File: src/rtl/tmw_pkg.sv
package tmw_pkg;

  // register byte offsets
  localparam int OFS_COUNT   = 'h00;
  localparam int OFS_MATCH0  = 'h08;
  localparam int OFS_STATUS  = 'h20;
  localparam int OFS_IRQEN   = 'h24;
  localparam int OFS_WDEN    = 'h28;
  localparam int OFS_SNAPCMD = 'h30;
  localparam int OFS_SNAP    = 'h34;

  typedef enum logic [2:0] {
    SEL_NONE,
    SEL_COUNT,
    SEL_MATCH,
    SEL_STATUS,
    SEL_IRQEN,
    SEL_WDEN,
    SEL_SNAPCMD,
    SEL_SNAP
  } reg_sel_e;

endpackage

File: src/rtl/tmw_counter.sv
module tmw_counter #(
  parameter int DW = 32
) (
  input  logic          clk,
  input  logic          rst,
  input  logic          load_en,
  input  logic [DW-1:0] load_val,
  input  logic          snap_en,
  output logic [DW-1:0] count,
  output logic [DW-1:0] snap
);

  always_ff @(posedge clk) begin
    if (rst) begin
      count <= '0;
    end else if (load_en) begin
      count <= load_val;
    end else begin
      count <= count + DW'(1);
    end
  end

  always_ff @(posedge clk) begin
    if (rst) begin
      snap <= '0;
    end else if (snap_en) begin
      snap <= count;
    end
  end

endmodule

File: src/rtl/tmw_channel.sv
module tmw_channel #(
  parameter int DW = 32
) (
  input  logic          clk,
  input  logic          rst,
  input  logic          match_wr,
  input  logic [DW-1:0] wdata,
  input  logic [DW-1:0] count,
  input  logic          clr,
  output logic [DW-1:0] match_q,
  output logic          status_q
);

  logic hit;
  assign hit = (count == match_q);

  always_ff @(posedge clk) begin
    if (rst) begin
      match_q <= '0;
    end else if (match_wr) begin
      match_q <= wdata;
    end
  end

  // a new hit wins over a same-cycle clear
  always_ff @(posedge clk) begin
    if (rst) begin
      status_q <= 1'b0;
    end else begin
      status_q <= (status_q & ~clr) | hit;
    end
  end

endmodule

File: src/rtl/tmw_wdog.sv
module tmw_wdog #(
  parameter int DW = 32
) (
  input  logic          clk,
  input  logic          rst,
  input  logic          mode_on,
  input  logic          irq_armed,
  input  logic [DW-1:0] count,
  input  logic [DW-1:0] limit,
  output logic          rst_req
);

  logic fire;
  assign fire = mode_on & irq_armed & (count == limit);

  always_ff @(posedge clk) begin
    if (rst) begin
      rst_req <= 1'b0;
    end else begin
      rst_req <= fire & ~rst_req;
    end
  end

endmodule

File: src/rtl/tick_match_wdog.sv
module tick_match_wdog #(
  parameter int DW     = 32,
  parameter int NUM_CH = 6,
  parameter int AW     = 8
) (
  input  logic              clk,
  input  logic              rst,
  input  logic [AW-1:0]     bus_addr,
  input  logic              bus_we,
  input  logic [DW-1:0]     bus_wdata,
  output logic [DW-1:0]     bus_rdata,
  output logic [NUM_CH-1:0] irq,
  output logic              wdog_rst_req
);
  import tmw_pkg::*;

  localparam int WD_CH     = NUM_CH - 1;
  localparam int CH_W      = (NUM_CH > 1) ? $clog2(NUM_CH) : 1;
  localparam int MATCH_END = OFS_MATCH0 + 4 * NUM_CH;

  reg_sel_e          sel;
  logic [CH_W-1:0]   ch_idx;
  logic [AW-1:0]     match_off;

  logic [DW-1:0]     count;
  logic [DW-1:0]     snap;
  logic [DW-1:0]     match_val [NUM_CH];
  logic [NUM_CH-1:0] status;
  logic [NUM_CH-1:0] irq_en;
  logic              wd_en;

  logic              wr_count, wr_match, wr_status, wr_irqen, wr_wden, wr_snap;
  logic [NUM_CH-1:0] clr_mask;
  logic [DW-1:0]     rd_nxt;

  // address decode: aligned words only
  always_comb begin
    sel       = SEL_NONE;
    match_off = bus_addr - AW'(OFS_MATCH0);
    ch_idx    = CH_W'(match_off >> 2);
    if (bus_addr[1:0] == 2'b00) begin
      if (bus_addr == AW'(OFS_COUNT))
        sel = SEL_COUNT;
      else if (bus_addr >= AW'(OFS_MATCH0) && bus_addr < AW'(MATCH_END))
        sel = SEL_MATCH;
      else if (bus_addr == AW'(OFS_STATUS))
        sel = SEL_STATUS;
      else if (bus_addr == AW'(OFS_IRQEN))
        sel = SEL_IRQEN;
      else if (bus_addr == AW'(OFS_WDEN))
        sel = SEL_WDEN;
      else if (bus_addr == AW'(OFS_SNAPCMD))
        sel = SEL_SNAPCMD;
      else if (bus_addr == AW'(OFS_SNAP))
        sel = SEL_SNAP;
    end
  end

  assign wr_count  = bus_we && (sel == SEL_COUNT);
  assign wr_match  = bus_we && (sel == SEL_MATCH);
  assign wr_status = bus_we && (sel == SEL_STATUS);
  assign wr_irqen  = bus_we && (sel == SEL_IRQEN);
  assign wr_wden   = bus_we && (sel == SEL_WDEN);
  assign wr_snap   = bus_we && (sel == SEL_SNAPCMD) && bus_wdata[0];
  assign clr_mask  = wr_status ? bus_wdata[NUM_CH-1:0] : '0;

  tmw_counter #(.DW(DW)) u_cnt (
    .clk      (clk),
    .rst      (rst),
    .load_en  (wr_count),
    .load_val (bus_wdata),
    .snap_en  (wr_snap),
    .count    (count),
    .snap     (snap)
  );

  for (genvar g = 0; g < NUM_CH; g++) begin : g_ch
    tmw_channel #(.DW(DW)) u_ch (
      .clk      (clk),
      .rst      (rst),
      .match_wr (wr_match && (ch_idx == CH_W'(g))),
      .wdata    (bus_wdata),
      .count    (count),
      .clr      (clr_mask[g]),
      .match_q  (match_val[g]),
      .status_q (status[g])
    );
  end

  tmw_wdog #(.DW(DW)) u_wd (
    .clk       (clk),
    .rst       (rst),
    .mode_on   (wd_en),
    .irq_armed (irq_en[WD_CH]),
    .count     (count),
    .limit     (match_val[WD_CH]),
    .rst_req   (wdog_rst_req)
  );

  always_ff @(posedge clk) begin
    if (rst) begin
      irq_en <= '0;
      wd_en  <= 1'b0;
    end else begin
      if (wr_irqen) irq_en <= bus_wdata[NUM_CH-1:0];
      if (wr_wden)  wd_en  <= bus_wdata[0];
    end
  end

  always_ff @(posedge clk) begin
    if (rst) irq <= '0;
    else     irq <= status & irq_en;
  end

  always_comb begin
    case (sel)
      SEL_COUNT:  rd_nxt = count;
      SEL_MATCH:  rd_nxt = match_val[ch_idx];
      SEL_STATUS: rd_nxt = DW'(status);
      SEL_IRQEN:  rd_nxt = DW'(irq_en);
      SEL_WDEN:   rd_nxt = DW'(wd_en);
      SEL_SNAP:   rd_nxt = snap;
      default:    rd_nxt = '0;
    endcase
  end

  always_ff @(posedge clk) begin
    if (rst) bus_rdata <= '0;
    else     bus_rdata <= rd_nxt;
  end

endmodule

File: config.mk
export PLATFORM = sky130hd
export DESIGN_NAME = tick_match_wdog
export DESIGN_NICKNAME = d
export VERILOG_FILES = /design/src/rtl/tmw_pkg.sv /design/src/rtl/tmw_counter.sv /design/src/rtl/tmw_channel.sv /design/src/rtl/tmw_wdog.sv /design/src/rtl/tick_match_wdog.sv
export SDC_FILE = /design/constraint.sdc
export NUM_CORES = 1
export LEC_CHECK = 0
export ABC_CLOCK_PERIOD_IN_PS = 3500
export BUFFER_PORTS_ARGS = -buffer_cell sky130_fd_sc_hd__buf_4
export CORE_ASPECT_RATIO = 1.25
export CORE_MARGIN = 2
export CORE_UTILIZATION = 30
export DETAILED_ROUTE_END_ITERATION = 6
export GPL_ROUTABILITY_DRIVEN = 0
export GPL_TIMING_DRIVEN = 1
export HOLD_SLACK_MARGIN = 0.02
export PLACE_DENSITY = 0.46
export SYNTH_ARGS = -nofsm -noshare
export SYNTH_HDL_FRONTEND = slang
export SYNTH_HIERARCHICAL = 1
export SYNTH_SLANG_ARGS = --single-unit
File: constraint.sdc
create_clock -name clk -period 3.5 [get_ports clk]
set_input_delay 0.7 -clock clk [delete_from_list [all_inputs] [get_ports clk]]
set_output_delay 0.7 -clock clk [all_outputs]
set_load 0.02 [all_outputs]
== After elaboration in Yosys (flattened, before gate mapping) ==
Index checks and enable logic that the tools add are counted.

* Register bits: 308
* Input bits: 43
* Output and inout bits: 39
* Logic and storage cells: 102

* Add/sub/neg operators: 2
* $lt $le $gt $ge: 3
* Equality and inequality tests: 23
* Mux-type cells: 14
* Bitwise gates (word level): 24
* Reduce and logical (&&, ||, !) cells: 17

{| class="wikitable"
|+ Operators with widths
! cell !! count
|-
| == test 32 bit || 6
|-
| case mux 32 bit (6 select lines) || 1
|-
| binary-select mux 32 bit (select 3 bit) || 1
|-
| 2-to-1 mux 32 bit || 3
|-
| == test 8 x 6 -> 1 bit, second input constant || 5
|-
| adder 32 x 1 -> 32 bit, second input constant || 1
|-
| 2-to-1 mux 3 bit || 8
|-
| == test 3 bit, second input constant || 6
|-
| logical AND 1 bit || 14
|-
| == test 3 x 2 -> 1 bit, second input constant || 4
|-
| AND 1 bit || 9
|-
| >= comparator 8 x 4 -> 1 bit, second input constant || 1
|-
| zero test 8 bit || 1
|-
| < comparator 8 x 6 -> 1 bit, second input constant || 1
|-
| inverter 1 bit || 7
|-
| AND 6 bit || 1
|-
| == test 3 x 1 -> 1 bit, second input constant || 2
|-
| 2-to-1 mux 6 bit || 1
|-
| OR 1 bit || 6
|-
| subtractor 5 x 4 -> 5 bit, second input constant || 1
|-
| >= comparator 4 bit, second input constant || 1
|-
| inverter 3 -> 4 bit || 1
|-
| zero test 3 bit || 1
|-
| zero test 2 bit || 1
|}

== Longest topological paths before layout ==
Gate-level depths: netlist of the first run.

* Depth after elaboration: 15
* Depth in mapped cells: 14
* Gate-level depth less buffers: 9

== Hierarchy ==
The synthesis of the first run kept the hierarchy.

{| class="wikitable"
|+ Modules (own cells, without submodules)
! module !! instances !! cells an instance !! area each (µm²) !! seq. area each (µm²)
|-
| tmw_channel || 6 || 150 || 1,501.4 || 660.6
|-
| tick_match_wdog || 1 || 416 || 3,583.4 || 900.9
|-
| tmw_counter || 1 || 333 || 2,992.9 || 1,281.2
|-
| tmw_wdog || 1 || 46 || 381.6 || 20.0
|}

== Least setup slack after synthesis of the first run ==
No wires, ideal clock.

* Path type: input -> register
* From: in bus_addr[3]
* To: reg u_cnt.snap[8]
* Arrival time: 3.673 ns
* Slack: -0.300 ns
* Stages on the path: 13
* Path buffers: 5
* Cell sequence: clkbuf_1 clkbuf_1 inv_2 ha_1 nor2b_1 clkbuf_1 o211ai_1 a2111oi_4 nor4bb_1 clkbuf_1 buf_1 mux2i_1 nor2_1

* Word-level cells in the longest chain between the ends: 12

{| class="wikitable"
|+ RTL lines
! item !! line !! text
|-
| start, declared || tick_match_wdog.sv:8 || <nowiki>input logic [AW-1:0] bus_addr,</nowiki>
|-
| == test 8 x 6 -> 1 bit || tick_match_wdog.sv:54 || <nowiki>else if (bus_addr == AW'(OFS_SNAP))</nowiki>
|-
| 2-to-1 mux 3 bit || tick_match_wdog.sv:54 ||
|-
| 2-to-1 mux 3 bit || tick_match_wdog.sv:52 || <nowiki>else if (bus_addr == AW'(OFS_SNAPCMD))</nowiki>
|-
| 2-to-1 mux 3 bit || tick_match_wdog.sv:50 || <nowiki>else if (bus_addr == AW'(OFS_WDEN))</nowiki>
|-
| 2-to-1 mux 3 bit || tick_match_wdog.sv:48 || <nowiki>else if (bus_addr == AW'(OFS_IRQEN))</nowiki>
|-
| 2-to-1 mux 3 bit || tick_match_wdog.sv:46 || <nowiki>else if (bus_addr == AW'(OFS_STATUS))</nowiki>
|-
| 2-to-1 mux 3 bit || tick_match_wdog.sv:44 || <nowiki>else if (bus_addr >= AW'(OFS_MATCH0) && bus_addr < AW'(MATCH_END))</nowiki>
|-
| 2-to-1 mux 3 bit (*) || tick_match_wdog.sv:42 || <nowiki>if (bus_addr == AW'(OFS_COUNT))</nowiki>
|-
| 2-to-1 mux 3 bit (*) || tick_match_wdog.sv:41 || <nowiki>if (bus_addr[1:0] == 2'b00) begin</nowiki>
|-
| == test 3 bit (*) || tick_match_wdog.sv:64 || <nowiki>assign wr_snap = bus_we && (sel == SEL_SNAPCMD) && bus_wdata[0];</nowiki>
|-
| logical AND 1 bit (*) (2 in series) || tick_match_wdog.sv:64 ||
|-
| net wr_snap || tick_match_wdog.sv:32 || <nowiki>logic wr_count, wr_match, wr_status, wr_irqen, wr_wden, wr_snap;</nowiki>
|-
| end signal, assigned || tmw_counter.sv:27 || <nowiki>snap <= count;</nowiki>
|-
| end, declared || tmw_counter.sv:10 || <nowiki>output logic [DW-1:0] snap</nowiki>
|}

The timed path passes the listed nets; every way through them passes the cells marked *.
A chain may end at the register's enable or synchronous reset.

== Worst setup path in the final report of the first run ==
* From: in bus_addr[3]
* To: reg u_cnt.snap[17]

Same word-level chain as after synthesis.

==> impl_metrics.ini, run 1 <==
[routing]
firstDrtPassIters = 7
viasPerCell = 5.31
drc = 0
drtIter0Drc = 973
wl_mm = 59.5
vias = 13100
ant_nets = 0
wire_per_inst_um = 24.1

[finish]
multi_input_area_mm2 = 0.00926
drive_above_1_share = 0.143
final_area_mm2 = 0.0189
utilization = 0.359
diodes = 0
fin_nets = 1822
syn_to_final_growth_pct = 18.3
ff_latch_area_mm2 = 0.00617
fillers = 5284

[clock_tree]
cts_setup_buffers = 0
cts_resized = 0
numCtsBuffers = 34
root_buffer = clkbuf_16
h-tree-depth = 2
cts_tree = yes
clkLatencyLatePin_ns = 0.53
holdBufCountCts = 0
ctsLongestPathBuffers = 3
cts_sinks = 308
clk_pin_slew_ns = 0.06

[place]
pre_cts_ws_ns = 0.205
numPortBuffers = 81
dp_hpwl_mm = 41.9
dpl-instance-area_mm2 = 0.0178

[timing]
setup_viol_count_final = 0
setup_ws_ns = 0.714
finalHoldViolations = 0
grt_setup_unrepaired = no
timing.fmax_mhz = 359
setup-tns-final_ns = 0
period_needed_ns = 2.79
slew_viol_final = 0
fin_skew_ns = 0.0114
period_share = 0.796
slew_headroom = 0.409
tightest_slew_ns = 0.885

[synthesis]
synth_nets = 1740
synth_ff_type = dfxtp_1
syn_inst = 1695
avgSynthCellArea_um2 = 9.42
synth_area_mm2 = 0.0160
synth_seq_cells = 308
synth_sequential_area_ratio = 0.386
ys_types = 56
ys_warn_count = 6
synthArstFlopShare = 0
synth_edf_count = 0

[worst_setup_path]
path_class = input port to flop
arrival_ns = 3.18
worst_setup_path_end_kind = flop
crit_fanout = 28
start_kind = input port
critPathRequiredTime_ns = 3.89

[floorplan]
rows = 94
die_w_um = 210
die_h_um = 262
core_mm2 = 0.0526
io_pins = 82
initial_utilization = 0.304
die-area_mm2 = 0.0551

[hold_path]
hold_class = flop to flop

[power]
peakVddDrop_uv = 330
power.density_mw_per_mm2 = 408
leakagePower_uw = 0.00635

[global_route]
grt_pass1_vias = 13100
grt_pass1_wl_mm = 87.9
grtUsageTotal = 0.214
overflow = 0
grt_max_degree = 100
antenna_found_initial = 1

[run]
drv_cap = 0

[run_status]
status = complete, no violations
[power breakdown]
group	switching [uW]	leakage, uW	internal, uW
sequential	24.3	0.00248	3520
clock	1520	0.000532	2130
combinational	346	0.00333	169
[layout by cell type, fill, tap and decap left out, types with 5 or more instances in the layout]
| cell | n |
|---|---|
| xor2_1 | 34 |
| a22oi_1 | 27 |
| nand3_1 | 44 |
| clkbuf_1 | 13 |
| nor4_1 | 29 |
| or3_1 | 6 |
| a211oi_1 | 17 |
| mux4_2 | 31 |
| and4_1 | 11 |
| buf_12 | 18 |
| nor2_1 | 277 |
| dfxtp_1 | 308 |
| xnor2_1 | 202 |
| a21oi_1 | 45 |
| nand2_1 | 58 |
| a311oi_1 | 6 |
| clkbuf_16 | 37 |
| a2111oi_0 | 10 |
| nor2b_1 | 13 |
| clkbuf_8 | 7 |
| o21ai_0 | 38 |
| and3_1 | 5 |
| mux2i_1 | 266 |
| nand4_1 | 60 |
| nor3_1 | 9 |
| buf_4 | 142 |
| inv_1 | 24 |
[sequential cells by signal, indices dropped and copies added (netlist names)]
register            cells
u_cnt/count            32
irq                     6
g_ch.u_ch/match_q     192
wd_en                   1
g_ch.u_ch/status_q      6
bus_rdata              32
u_wd/rst_req            1
u_cnt/snap             32
irq_en                  6
[through the flow]
stage,hold WS [ns],total power (uW),cells
global route,0.489,7940,2471
finish,0.460,7710,2471
CTS,0.466,7800,2471
global placement,0.450,4140,2413
floorplan,0.422,3860,1695
detailed placement,0.459,4140,2413
[synth_stat cells, drive strengths merged (2+ instances only)]
cell	instances	area (um^2)
and3	5	31.3
mux4	31	698
nor2b	13	81.3
mux2i	266	2660
or3b	2	17.5
inv	25	93.8
a221oi	2	17.5
a21oi	45	225
o21ai	39	195
a222oi	4	40.0
nand4	62	409
o211ai	3	22.5
clkbuf	61	229
xor2	34	298
a22oi	27	203
ha	2	25.0
buf	54	307
a31oi	2	12.5
nor4	34	234
nor2	280	1050
a311o	3	30.0
nand2b	4	25.0
a311oi	6	52.6
nand2	58	218
a21o	2	15.0
nand3	44	220
or4	3	22.5
xnor2	202	1770
a211oi	17	128
or3	7	48.8
a2111oi	12	125
a32o	4	40.0
and4	11	96.3
dfxtp	308	6170
nor3	14	85.1
[worst max-delay path, cell delays in order]
cell	delay, ns
buf_4	0.11
buf_4	0.38
or3_1	0.25
nor3_4	0.06
a2111oi_4	0.36
buf_4	0.26
nor4bb_4	0.51
buf_12	0.26
mux2i_1	0.21
nor2_1	0.06
[path summary, 6_finish.rpt]
kind              depth (start not counted)  slack (ns)                           to                       from
hold / removal                            2        0.46            irq[0]$_SDFF_PP0_     irq_en[0]$_SDFFE_PP0P_
setup reg to reg                          6        0.90   u_cnt/count[21]$_SDFF_PP0_  u_cnt/count[6]$_SDFF_PP0_
hold reg to reg                           2        0.46            irq[0]$_SDFF_PP0_     irq_en[0]$_SDFFE_PP0P_
setup / recovery                         10        0.71  u_cnt/snap[17]$_SDFFE_PP0P_                bus_addr[3]
[area by class of cell]
type / count / area share
flip-flops and latches: 308 / 0.326
inverters: 25 / 0.00497
well taps: 672 / 0.0445
repair buffers: 161 / 0.0762
clock inverters: 2 / 0.00185
clock buffers: 56 / 0.0560
multi-input cells: 1247 / 0.490
[layer usage]
layer,global-route usage,vias up,share of wire,routed length [um]
li1,-,6139,-,-
met1,0.264,6493,0.43,25300
met2,0.371,386,0.49,28900
met3,0.0283,113,0.042,2500
met4,0.103,2,0.046,2750
met5,0,-,0.00022,13
[cell families (layout without fill, tap and decap cells)]
kind of cell	Yosys count	in the layout	synth area share
fa+ha+maj	2	2	0.00157
compound gates	171	171	0.0719
mux	297	297	0.210
simple gates	541	541	0.161
xor+xnor	236	236	0.129
buf+inv	140	244	0.0394
flops	308	308	0.386
No activity file was read; power rests on OpenSTA's default activity.
==> inputs of run 2 (changes only) <==
ABC_AREA = 1   (was not set)
ABC_CLOCK_PERIOD_IN_PS = 2450   (was 3500)
clock period = 2.45 ns   (was 3.5 ns; I/O delays follow)
==> run 2 against run 1 <==
Non-clock buffer count rose by 65. Sequential power grew 43%. Cell count rose by 44%. Register-to-register slack got worse by 0.59 ns. Setup slack got worse by 0.48 ns. Combinational power is 98% higher. Via count is 35% higher. Sequential share of layout area shrank 3.5 points. Clock power up 44%. Flip-flop and latch count unchanged. Critical path type unchanged. Largest cell class unchanged.
==> impl_metrics.ini, run 2 <==
[run_status]
status = complete, no violations

[run]
drv_cap = 0

[timing]
period_needed_ns = 2.21
slew_viol_final = 0
period_share = 0.904
grt_setup_unrepaired = no
setup_viol_count_final = 0
finalHoldViolations = 0
setup-tns-final_ns = 0
fin_skew_ns = 0.0210
tightest_slew_ns = 0.712
slew_headroom = 0.525
timing.fmax_mhz = 452

[routing]
drc = 0
ant_nets = 0
vias = 17800
firstDrtPassIters = 5
viasPerCell = 4.99
wire_per_inst_um = 21.3
wl_mm = 76.0
drtIter0Drc = 1564

[clock_tree]
clkLatencyLatePin_ns = 0.56
cts_sinks = 308
holdBufCountCts = 0
root_buffer = clkbuf_16
cts_resized = 0
cts_setup_buffers = 0
clk_pin_slew_ns = 0.06
h-tree-depth = 2
cts_tree = yes
numCtsBuffers = 37
ctsLongestPathBuffers = 3

[synthesis]
synth_top_family_by_area = simple AND/OR/NAND/NOR gates
syn_inst = 2637
synthAdderAreaFrac = 0.00143
synth_compound_area_frac = 0.174
yosysTopAreaCellShare = 0.352
synth_seq_cells = 308
synthSimpleGateAreaFrac = 0.295
synth_sequential_area_ratio = 0.352
synthArstFlopShare = 0
ys_types = 46
yosysMostFrequentCell = nand2_1
synth_nets = 2682
synth_edf_count = 0
synth_ff_type = dfxtp_1
ys_warn_count = 6
yosysTopAreaCell = dfxtp_1
ys_top_cells_by_area = dfxtp_1 (35%), nand2_1 (18%), xnor2_1 (7.7%)
avgSynthCellArea_um2 = 6.64
synth_commonest_cells = nand2_1 (838), nor2_1 (324), dfxtp_1 (308), inv_1 (235), a21oi_1 (195)
synth_area_mm2 = 0.0175
synthMuxAreaShare = 0
synth_xor_xnor_area_share = 0.0801

[power]
leakagePower_uw = 0.00855
power.density_mw_per_mm2 = 537
peakVddDrop_uv = 382

[finish]
stdcell_count = 3563
fin_nets = 2829
final_area_mm2 = 0.0212
final_common_cell = nand2_1
syn_to_final_growth_pct = 20.9
largest-register = g_ch.u_ch/match_q
utilization = 0.365
largest_register_ff_count = 192
diodes = 0
layout_common_cells = nand2_1 (837), nor2_1 (313), dfxtp_1 (308)
drive_above_1_share = 0.163

[worst_setup_path]
arrival_ns = 2.62
start_kind = input port
worst_setup_path_end_kind = flop
regToRegSetupSlack_ns = 0.31
critPathRequiredTime_ns = 2.86
path_class = input port to flop
crit_fanout = 14

[floorplan]
die-area_mm2 = 0.0603
die_w_um = 220
die_h_um = 274
rows = 99
initial_utilization = 0.302
core_mm2 = 0.0580
io_pins = 82

[global_route]
grtUsageTotal = 0.251
antenna_found_initial = 0
overflow = 0
grt_pass1_wl_mm = 112
grt_pass1_vias = 17100
grt_max_degree = 83

[place]
numPortBuffers = 81
dp_hpwl_mm = 55.6
placed_cells = 3502
dpl-instance-area_mm2 = 0.0201

[hold_path]
hold_class = input port to flop
==> run 2: cell count changes after synthesis, moves of 28 or more <==
| cell | previous run | this run |
|---|---|---|
| a211oi_2 | 0 | 54 |
| a21oi_1 | 45 | 195 |
| inv_1 | 24 | 235 |
| inv_2 | 1 | 61 |
| mux2i_1 | 266 | 0 |
| mux4_2 | 31 | 0 |
| nand2_1 | 58 | 838 |
| nand4_1 | 60 | 3 |
| nor2_1 | 280 | 324 |
| nor4_1 | 32 | 1 |
| o21ai_0 | 38 | 99 |
| o22ai_1 | 0 | 31 |
| xnor2_1 | 202 | 154 |
| xor2_1 | 34 | 6 |
==> run 2: kinds of logic after synthesis <==
kind of cell             after synthesis
XOR/XNOR                             160
buffers and inverters                415
adder cells (fa/ha/maj)                2
AO/OA/AOI/OAI                        466
flip-flops                           308
AND/OR/NAND/NOR                     1286
==> run 2: area by class of cell <==
class	count	area [um^2]
clock inverter	7	67.6
sequential	308	6170
tap	757	947
multi-input combinational	1914	9740
clock buffer	54	1030
timing repair buffer	226	2070
fill	6208	36800
inverter	297	1130
==> run 2: where the power goes <==
| part | switching [uW] | internal, uW |
|---|---|---|
| sequential | 26.0 | 5040 |
| combinational | 709 | 313 |
| clock | 2260 | 3010 |
==> run 2: routing by layer <==
layer / global-route usage / vias to the layer above / routed length (um)
met5: 0 / - / 0
met4: 0.107 / 0 / 3390
met3: 0.0312 / 121 / 4120
met2: 0.430 / 634 / 36500
met1: 0.316 / 8388 / 32000
li1: - / 8627 / -
==> run 2: worst paths after layout <==
kind | cells after the start | end | start
max | 17 | g_ch[0].u_ch/match_q[10]$_SDFFE_PP0P_ | bus_addr[4]
min | 3 | g_ch[5].u_ch/match_q[30]$_SDFFE_PP0P_ | bus_wdata[30]
max reg2reg | 7 | g_ch[3].u_ch/status_q$_SDFF_PP0_ | u_cnt/count[15]$_SDFF_PP0_
min reg2reg | 2 | g_ch[4].u_ch/status_q$_SDFF_PP0_ | g_ch[4].u_ch/status_q$_SDFF_PP0_
==> run 2: worst max-delay path, stage by stage <==
cell	delay (ns)
buf_4	0.12
clkinvlp_4	0.10
ha_4	0.14
inv_2	0.04
nor2_1	0.11
nand2_1	0.08
nand2_1	0.08
nor2_1	0.04
nor2_1	0.16
nand2_1	0.14
nor2_4	0.24
nand3_4	0.14
nor2_2	0.26
inv_2	0.09
buf_4	0.23
nand2_1	0.09
a21oi_1	0.05
==> run 2: metrics by stage <==
stage / setup WS, ns / power (uW) / hold WS, ns
2_1_floorplan: -0.0569 / 5620 / 0.410
3_3_place_gp: -0.312 / 6180 / 0.467
3_5_place_dp: -0.268 / 6180 / 0.471
4_1_cts: 0.296 / 11500 / 0.223
5_1_grt: 0.0897 / 11700 / 0.232
6_report: 0.235 / 11400 / 0.247
==> inputs of run 3 (changes only) <==
CORE_ASPECT_RATIO = 0.9   (was 1.25)
==> run 3 against run 2 <==
Sequential share of layout area decreased by 0.29 points. Clock skew up 0.0024 ns. Cell area is 1.0% higher. Worst hold slack improved by 0.0047 ns. Largest cell class unchanged. Largest power group unchanged. Critical endpoint is now g_ch[2].u_ch/match_q[20]$_SDFFE_PP0P_. Clock power increased by 13%. Non-clock buffer count increased by 11. Flip-flop and latch count stayed put.
==> impl_metrics.ini, run 3 (same netlist as run 2, synthesis figures left out) <==
[routing]
wire_per_inst_um = 20.9
drtIter0Drc = 1618
viasPerCell = 4.95
vias = 17800
wl_mm = 75.1
firstDrtPassIters = 6
drc = 0
ant_nets = 0

[global_route]
overflow = 0
grt_max_degree = 91
grt_pass1_vias = 16700
grt_pass1_wl_mm = 110
grtUsageTotal = 0.246
antenna_found_initial = 1

[run]
drv_cap = 0

[clock_tree]
holdBufCountCts = 0
cts_setup_buffers = 0
ctsLongestPathBuffers = 3
root_buffer = clkbuf_16
numCtsBuffers = 38
cts_tree = yes
clk_pin_slew_ns = 0.06
cts_resized = 0
cts_sinks = 308
h-tree-depth = 2
clkLatencyLatePin_ns = 0.57

[floorplan]
initial_utilization = 0.305
core_mm2 = 0.0573
die_w_um = 259
die-area_mm2 = 0.0603
io_pins = 82
rows = 83
die_h_um = 233

[finish]
largest-register = g_ch.u_ch/match_q
ff_latch_area_mm2 = 0.00617
utilization = 0.373
multi_input_area_mm2 = 0.00974
fin_nets = 2841
final_common_cell = nand2_1
layout_common_cells = nand2_1 (837), nor2_1 (313), dfxtp_1 (308)
fillers = 6150
drive_above_1_share = 0.170
largest_register_ff_count = 192
syn_to_final_growth_pct = 22.1

[timing]
fin_skew_ns = 0.0234
timing.fmax_mhz = 441
hold_slack_ns = 0.252
finalHoldViolations = 0
slew_headroom = 0.383
grt_setup_unrepaired = no
setup_viol_count_final = 0
period_needed_ns = 2.27
slew_viol_final = 0
period_share = 0.926
tightest_slew_ns = 0.925

[power]
leakagePower_uw = 0.00867
power.density_mw_per_mm2 = 564
peakVddDrop_uv = 428

[worst_setup_path]
arrival_ns = 2.73
start_kind = input port
worst_setup_path_end_kind = flop
crit_fanout = 6
path_class = input port to flop
critPathRequiredTime_ns = 2.91

[place]
dp_hpwl_mm = 55.8
numPortBuffers = 81

[run_status]
status = complete, no violations

[hold_path]
hold_class = input port to flop
run 3: cell count changes in the layout (fill, tap and decap cells not counted):
cell        change
bufinv_16       +3
buf_4          +17
clkinv_4        +2
clkbuf_1        -6
inv_6           -1
diode_2         +4
clkbuf_16       +2
clkbuf_8        +3
clkinvlp_4      +1
buf_12          -6
clkinv_2        +2
run 3: layout make-up:
cell class | instances | area share
Antenna cell | 4 | 0.000468
Clock buffer | 53 | 0.0514
Clock inverter | 14 | 0.00861
Inverter | 297 | 0.0529
Multi-Input combinational cell | 1914 | 0.456
Sequential cell | 308 | 0.289
Tap cell | 765 | 0.0448
Timing Repair Buffer | 237 | 0.0971
run 3: where the power goes:
| group | internal, uW | total (uW) | switching [uW] |
|---|---|---|---|
| clock | 3550 | 5930 | 2380 |
| combinational | 318 | 1040 | 726 |
| sequential | 5030 | 5070 | 36.8 |
| total | 8910 | 12000 | 3140 |
run 3: worst max-delay path, stage by stage:
cell and delay (ns):
buf_4 0.13, clkinvlp_4 0.09, ha_4 0.14, inv_2 0.03, nor2_1 0.07, nand2_1 0.05, nand2_1 0.08, nor2_1 0.05
nor2_1 0.15, nand2_1 0.13, nor2_4 0.32, nand3_4 0.16, nor3_4 0.29, inv_2 0.15, buf_4 0.21, a211oi_2 0.19
run 3: final timing paths:
check,start,slack (ns),to,depth (start not counted)
worst max-delay path,bus_addr[4],0.18,g_ch[2].u_ch/match_q[20]$_SDFFE_PP0P_,16
worst min-delay path,bus_wdata[27],0.25,g_ch[1].u_ch/match_q[27]$_SDFFE_PP0P_,3
worst max register to register,u_cnt/count[15]$_SDFF_PP0_,0.24,u_wd/rst_req$_SDFF_PP0_,8
worst min register to register,irq_en[0]$_SDFFE_PP0P_,0.46,irq[0]$_SDFF_PP0_,2
run 3: layer usage:
layer | global-route usage | share of wire
met4 | 0.0993 | 0.040
met2 | 0.379 | 0.43
met5 | 0.0106 | 0.0014
met3 | 0.0499 | 0.075
met1 | 0.335 | 0.46
run 3: through the flow:
| stage | power [uW] | setup slack, ns | setup TNS, ns | instance area, um^2 | cells |
|---|---|---|---|---|---|
| after floorplan | 5620 | -0.0569 | -0.508 | 17700 | 2637 |
| after global routing | 12400 | 0.0269 | 0 | 21400 | 3588 |
| final | 12000 | 0.182 | 0 | 21400 | 3592 |
| after global placement | 6210 | -0.317 | -44.68 | 20100 | 3521 |
| after detailed placement | 6210 | -0.357 | -44.99 | 20100 | 3521 |
| after CTS | 12200 | 0.222 | 0 | 21400 | 3588 |
